==> config.mk <==
export PLATFORM = sky130hd
export DESIGN_NAME = pfd_abl_top
export DESIGN_NICKNAME = d
export VERILOG_FILES = /design/src/rtl/pfd_abl_pkg.sv /design/src/rtl/pfd_edge_det.sv /design/src/rtl/pfd_tristate_core.sv /design/src/rtl/pfd_lock_det.sv /design/src/rtl/pfd_abl_top.sv
export SDC_FILE = /design/constraint.sdc
export NUM_CORES = 1
export LEC_CHECK = 0
export BUFFER_PORTS_ARGS = -buffer_cell sky130_fd_sc_hd__clkbuf_2
export CAP_MARGIN = 20
export CELL_PAD_IN_SITES_DETAIL_PLACEMENT = 1
export CELL_PAD_IN_SITES_GLOBAL_PLACEMENT = 1
export CORE_MARGIN = 3
export CORE_UTILIZATION = 51
export DETAILED_ROUTE_END_ITERATION = 12
export GPL_TIMING_DRIVEN = 1
export PLACE_DENSITY = 0.85
export SYNTH_ARGS = -nofsm -noshare
export SYNTH_HDL_FRONTEND = slang
export SYNTH_SLANG_ARGS = --single-unit
export TNS_END_PERCENT = 10
==> constraint.sdc <==
create_clock -name clk -period 8.6 [get_ports clk]
set_clock_uncertainty 0.15 [all_clocks]
set_input_delay 1.72 -clock clk [delete_from_list [all_inputs] [get_ports clk]]
set_output_delay 1.72 -clock clk [all_outputs]
set_load 0.03 [all_outputs]
==> src/rtl/pfd_abl_pkg.sv <==
package pfd_abl_pkg;

  typedef enum logic {
    MODE_FRAC = 1'b0,
    MODE_INT  = 1'b1
  } pfd_mode_e;

  typedef struct packed {
    logic fb_e;
    logic ref_e;
  } edge_pair_t;

endpackage

==> src/rtl/pfd_edge_det.sv <==
module pfd_edge_det #(
  parameter int SYNC_STAGES = 2
) (
  input  logic clk,
  input  logic rst_n,
  input  logic din,
  output logic rise_o
);
  localparam int SH_W = SYNC_STAGES + 1;

  logic [SH_W-1:0] sh_q;
  logic [SH_W-1:0] sh_nxt;

  always_comb begin
    sh_nxt = {sh_q[SH_W-2:0], din};
  end

  always_ff @(posedge clk or negedge rst_n) begin
    if (!rst_n) begin
      sh_q <= '0;
    end else begin
      sh_q <= sh_nxt;
    end
  end

  assign rise_o = sh_q[SYNC_STAGES-1] & ~sh_q[SYNC_STAGES];

endmodule

==> src/rtl/pfd_tristate_core.sv <==
module pfd_tristate_core
  import pfd_abl_pkg::*;
#(
  parameter int FRAC_DLY = 6,
  parameter int INT_DLY  = 3,
  parameter int CNT_W    = 3
) (
  input  logic             clk,
  input  logic             rst_n,
  input  edge_pair_t       ev,
  input  logic             int_mode,
  output logic             up_o,
  output logic             dn_o,
  output logic             clr_o,
  output logic [CNT_W-1:0] dly_o
);
  logic             up_q, dn_q, up_nxt, dn_nxt;
  logic             pu_q, pd_q, pu_nxt, pd_nxt;
  logic [CNT_W-1:0] ov_q, ov_nxt;
  pfd_mode_e        mode_q, mode_nxt;
  logic             both_hi;

  always_comb begin
    both_hi  = up_q & dn_q;
    dly_o    = (mode_q == MODE_INT) ? CNT_W'(INT_DLY) : CNT_W'(FRAC_DLY);
    clr_o    = both_hi && (ov_q == dly_o - CNT_W'(1));
    mode_nxt = (!up_q && !dn_q) ? pfd_mode_e'(int_mode) : mode_q;
    up_nxt   = up_q;
    dn_nxt   = dn_q;
    pu_nxt   = pu_q;
    pd_nxt   = pd_q;
    ov_nxt   = ov_q;
    if (both_hi) begin
      pu_nxt = pu_q | ev.ref_e;
      pd_nxt = pd_q | ev.fb_e;
      if (clr_o) begin
        up_nxt = 1'b0;
        dn_nxt = 1'b0;
        ov_nxt = '0;
      end else begin
        ov_nxt = ov_q + CNT_W'(1);
      end
    end else begin
      up_nxt = up_q | ev.ref_e | pu_q;
      dn_nxt = dn_q | ev.fb_e  | pd_q;
      pu_nxt = 1'b0;
      pd_nxt = 1'b0;
      ov_nxt = '0;
    end
  end

  always_ff @(posedge clk or negedge rst_n) begin
    if (!rst_n) begin
      up_q   <= 1'b0;
      dn_q   <= 1'b0;
      pu_q   <= 1'b0;
      pd_q   <= 1'b0;
      ov_q   <= '0;
      mode_q <= MODE_FRAC;
    end else begin
      up_q   <= up_nxt;
      dn_q   <= dn_nxt;
      pu_q   <= pu_nxt;
      pd_q   <= pd_nxt;
      ov_q   <= ov_nxt;
      mode_q <= mode_nxt;
    end
  end

  assign up_o = up_q;
  assign dn_o = dn_q;

endmodule

==> src/rtl/pfd_lock_det.sv <==
module pfd_lock_det #(
  parameter int CNT_W      = 3,
  parameter int LEN_W      = 8,
  parameter int LOCK_COUNT = 16,
  parameter int LOCK_SLACK = 2
) (
  input  logic             clk,
  input  logic             rst_n,
  input  logic             up_i,
  input  logic             dn_i,
  input  logic             clr_i,
  input  logic [CNT_W-1:0] dly_i,
  output logic             locked_o
);
  localparam int GOOD_W = $clog2(LOCK_COUNT + 1);
  localparam logic [LEN_W-1:0] LEN_MAX = {LEN_W{1'b1}};

  logic [LEN_W-1:0]  up_len_q, up_len_nxt, dn_len_q, dn_len_nxt;
  logic [GOOD_W-1:0] good_q, good_nxt;
  logic [LEN_W:0]    longest, limit;

  always_comb begin
    up_len_nxt = up_i ? ((up_len_q == LEN_MAX) ? up_len_q : up_len_q + LEN_W'(1)) : '0;
    dn_len_nxt = dn_i ? ((dn_len_q == LEN_MAX) ? dn_len_q : dn_len_q + LEN_W'(1)) : '0;
    longest    = ((up_len_q > dn_len_q) ? {1'b0, up_len_q} : {1'b0, dn_len_q}) + (LEN_W+1)'(1);
    limit      = (LEN_W+1)'(dly_i) + (LEN_W+1)'(LOCK_SLACK);
    good_nxt   = good_q;
    if (clr_i) begin
      if (longest <= limit) begin
        good_nxt = (good_q == GOOD_W'(LOCK_COUNT)) ? good_q : good_q + GOOD_W'(1);
      end else begin
        good_nxt = '0;
      end
    end
  end

  always_ff @(posedge clk or negedge rst_n) begin
    if (!rst_n) begin
      up_len_q <= '0;
      dn_len_q <= '0;
      good_q   <= '0;
    end else begin
      up_len_q <= up_len_nxt;
      dn_len_q <= dn_len_nxt;
      good_q   <= good_nxt;
    end
  end

  assign locked_o = (good_q == GOOD_W'(LOCK_COUNT));

endmodule

==> src/rtl/pfd_abl_top.sv <==
module pfd_abl_top
  import pfd_abl_pkg::*;
#(
  parameter int SYNC_STAGES = 2,
  parameter int FRAC_DLY    = 6,
  parameter int INT_DLY     = 3,
  parameter int LEN_W       = 8,
  parameter int LOCK_COUNT  = 16,
  parameter int LOCK_SLACK  = 2
) (
  input  logic clk,
  input  logic rst_n,
  input  logic ref_in,
  input  logic fb_in,
  input  logic int_mode,
  output logic up,
  output logic down,
  output logic locked
);
  localparam int MAX_DLY = (FRAC_DLY > INT_DLY) ? FRAC_DLY : INT_DLY;
  localparam int CNT_W   = $clog2(MAX_DLY + 1);
  localparam int N_IN    = 2;

  logic [N_IN-1:0]  raw_in, raw_rise;
  edge_pair_t       ev;
  logic             clr;
  logic [CNT_W-1:0] dly;

  assign raw_in = {fb_in, ref_in};

  for (genvar gi = 0; gi < N_IN; gi++) begin : g_edge
    pfd_edge_det #(.SYNC_STAGES(SYNC_STAGES)) u_det (
      .clk    (clk),
      .rst_n  (rst_n),
      .din    (raw_in[gi]),
      .rise_o (raw_rise[gi])
    );
  end

  assign ev.ref_e = raw_rise[0];
  assign ev.fb_e  = raw_rise[1];

  pfd_tristate_core #(
    .FRAC_DLY (FRAC_DLY),
    .INT_DLY  (INT_DLY),
    .CNT_W    (CNT_W)
  ) u_core (
    .clk      (clk),
    .rst_n    (rst_n),
    .ev       (ev),
    .int_mode (int_mode),
    .up_o     (up),
    .dn_o     (down),
    .clr_o    (clr),
    .dly_o    (dly)
  );

  pfd_lock_det #(
    .CNT_W      (CNT_W),
    .LEN_W      (LEN_W),
    .LOCK_COUNT (LOCK_COUNT),
    .LOCK_SLACK (LOCK_SLACK)
  ) u_lock (
    .clk      (clk),
    .rst_n    (rst_n),
    .up_i     (up),
    .dn_i     (down),
    .clr_i    (clr),
    .dly_i    (dly),
    .locked_o (locked)
  );

endmodule

==> flow_summary.toml <==
[yosys]
syn_area_mm2 = 0.00208
ys.flop_type = "dfrtp_1"
synth_edf_count = 0
ys_types = 46
synth_fp_nets = 246
yosys_warnings = 0
syn_inst = 224
yosysSeqAreaShare_pct = 42.2
synthArstFlopShare_pct = 100
syn_area_per_cell_um2 = 9.27
ys_ff_latch = 35

[detailed_routing]
drt_pre_antenna_iters = 4
wl_per_cell_um = 19.5
drc = 0
finalWirelength_um = 5520
first_iter_violations = 110
vias_per_cell = 6.12
antenna_left = 0
vias = 1731

[clock_network]
cts_max_path_buffers = 2
holdBufCountCts = 0
numCtsBuffers = 5
ctsRootBufferMaster = "clkbuf_8"
insertion_delay_ps = 290
clkSinkCount = 35
cts.htree.levels = 2
path_clk_slew_ps = 80
cts_resized = 0
cts_tree = "done"
cts_setup_buffers = 0

[worst_setup_path]
worst-endpoint-arrival_ps = 4360
crit_type = "reg2reg"
cp_slowest_cell = "o22ai_1"
start_kind = "flip-flop"
worst_ep_required_time_ps = 8630
cp_max_fo = 11
slowest_delay_ps = 760
crit_path_end_kind = "flip-flop"
path_cells = "inv_1, ha_1, nor2b_4, o211ai_2, a21oi_1, o22ai_1, o21ai_0, ha_1, xnor2_1, ha_1, a21o_1, a21oi_1, a41oi_1, a21oi_4, and4_1, a211o_1"
crit_top_cell = "ha_1"

[sta]
maxSlewViolCount = 0
fmax_mhz = 231
min_period_ps = 4330
fin_crit_sh_pct = 50.4
setup-tns-final_ps = 0
slew_headroom_pct = 33.4
hold-worst-slack_ps = 214
tightest_slew_ps = 998
rsz0062_at_grt = "no"
setup_violations = 0
hold_viol_final = 0

[global_routing]
grt_max_degree = 36
grt_pass1_vias = 1899
grt-ovfl-total = 0
gr-usage-all-layers_pct = 24.7
grt_pass1_wl_um = 9450
antenna_found_initial = 0

[die]
rows = 22
io_pins = 8
initial_utilization_pct = 54.6
die_width_um = 69.8
core-area_mm2 = 0.00380
die_area_mm2 = 0.00487
die_h_um = 69.8

[power]
p_leak_nw = 1.04
vdd_ir_drop_max_v = 0.000221
powerDensity_mw_per_mm2 = 458

[finish]
fillers = 453
final_util_pct = 59.1
final_cells = 283
layout.nets = 256
drive_gt1_share_pct = 12.3
area_delta_synth_final_pct = 8.20
antenna_cells = 0

[run_status]
status = "finished, final reports clean"

[placement]
gp_congestion = 0.916
hpwl_um = 3950
io_buffers = 7
placedCellCount = 275

[run]
cap_violations = 0

[hold_path]
hold_class = "reg2reg"
[logic make-up (layout without fill, tap and decap cells)]
logic type / Yosys count / count (layout) / share of synthesized area [%]
buffers and inverters: 25 / 36 / 4.64
and+or+nand+nor: 89 / 89 / 22.5
adders and majority gates: 17 / 17 / 10.2
muxes: 1 / 1 / 0.482
DFF: 35 / 35 / 42.2
AOI/OAI and AO/OA: 49 / 49 / 16.5
xor gates and xnor gates: 8 / 8 / 3.38
[layer usage]
layer | global-route usage, % | share of wire (%) | vias up
li1 | - | - | 817
met1 | 29.8 | 42 | 863
met5 | 0 | 0 | -
met3 | 4.64 | 3.2 | 10
met2 | 44.2 | 53 | 41
met4 | 7.45 | 1.4 | 0
[cell usage in the layout (no fill, tap or decap), types with 4 or more instances in the layout]
cell	n
xor2_1	4
xnor2_1	4
nor3_1	7
clkbuf_2	7
a21oi_1	12
nand4_1	10
dfrtp_1	35
nand2_1	22
nand3_1	12
nor2_1	20
o211ai_2	4
a31oi_1	5
o21ai_0	13
clkbuf_8	5
inv_1	19
ha_1	17
[per-stage QoR]
| stage | power [mW] | instance area, um^2 | setup slack (ps) |
|---|---|---|---|
| final | 1.03 | 2250 | 4270 |
| after global routing | 1.13 | 2250 | 3910 |
| after CTS | 1.03 | 2250 | 4280 |
| after detailed placement | 0.888 | 2150 | 4360 |
| after global placement | 0.830 | 2150 | 4580 |
| after floorplan | 0.741 | 2080 | 5170 |
[registers in the layout, summed over array words and instances, names as in the netlist]
register / count
u_core.pu_q: 1
u_core.mode_q: 1
u_core.dn_o: 1
u_core.ov_q: 3
u_lock.good_q: 5
u_core.pd_q: 1
u_lock.up_len_q: 8
u_lock.dn_len_q: 8
g_edge.u_det.sh_q: 6
u_core.up_o: 1
[cell usage after synthesis (2+ instances only)]
| cell type | number | share of area, % |
|---|---|---|
| nand4_1 | 10 | 3.0 |
| a21boi_0 | 2 | 0.72 |
| inv_2 | 2 | 0.36 |
| o21ai_1 | 2 | 0.48 |
| xor2_1 | 4 | 1.7 |
| ha_1 | 17 | 10 |
| dfrtp_1 | 35 | 42 |
| nand3_1 | 12 | 2.9 |
| and3_1 | 2 | 0.60 |
| clkbuf_1 | 2 | 0.36 |
| o211ai_2 | 4 | 2.4 |
| nor3b_1 | 2 | 0.72 |
| nor2_1 | 20 | 3.6 |
| nor4b_1 | 2 | 0.84 |
| a31oi_1 | 5 | 1.5 |
| xnor2_1 | 4 | 1.7 |
| nand2_1 | 22 | 4.0 |
| buf_2 | 2 | 0.48 |
| a21oi_1 | 12 | 2.9 |
| o21ai_0 | 13 | 3.1 |
| nor3_1 | 7 | 1.7 |
| inv_1 | 19 | 3.4 |
[path summary, 6_finish.rpt]
| check | slack [ps] | start | depth (start not counted) | endpoint |
|---|---|---|---|---|
| setup / recovery | 4270 | u_lock.dn_len_q[1] | 16 | u_lock.good_q[1] |
| hold / removal | 210 | g_edge[0].u_det.sh_q[0] | 0 | g_edge[0].u_det.sh_q[1] |
| setup reg to reg | 4270 | u_lock.dn_len_q[1] | 16 | u_lock.good_q[1] |
| hold reg to reg | 210 | g_edge[0].u_det.sh_q[0] | 0 | g_edge[0].u_det.sh_q[1] |
| max in group asynchronous | 6350 | rst_n | 1 | u_lock.good_q[0] |
| min in group asynchronous | 1390 | rst_n | 1 | u_lock.up_len_q[5] |
[area by class of cell]
type	count	area (um^2)	share of cell area (%)
clock buffers	5	68.8	3.06
multi-input cells	164	1100	49.1
repair buffers	7	35.0	1.56
well taps	48	60.1	2.67
flip-flops and latches	35	876	39.0
clock inverters	3	23.8	1.06
inverters	21	78.8	3.51
[critical path, delay by kind of cell (launching register included)]
family          cells  cell delay, ps
compound gates      9            2120
fa+ha+maj           3             940
flops               1             420
simple gates        2             360
xor+xnor            1             130
buf+inv             1             100
[power by group]
| group | leakage [nW] | switching (mW) | total (mW) | internal (mW) |
|---|---|---|---|---|
| clock network | 0.0408 | 0.0675 | 0.125 | 0.0579 |
| logic | 0.566 | 0.373 | 0.614 | 0.242 |
| registers | 0.433 | 0.0762 | 0.290 | 0.214 |
| total | 1.04 | 0.516 | 1.03 | 0.513 |
Power figures use the tool's default switching activity.
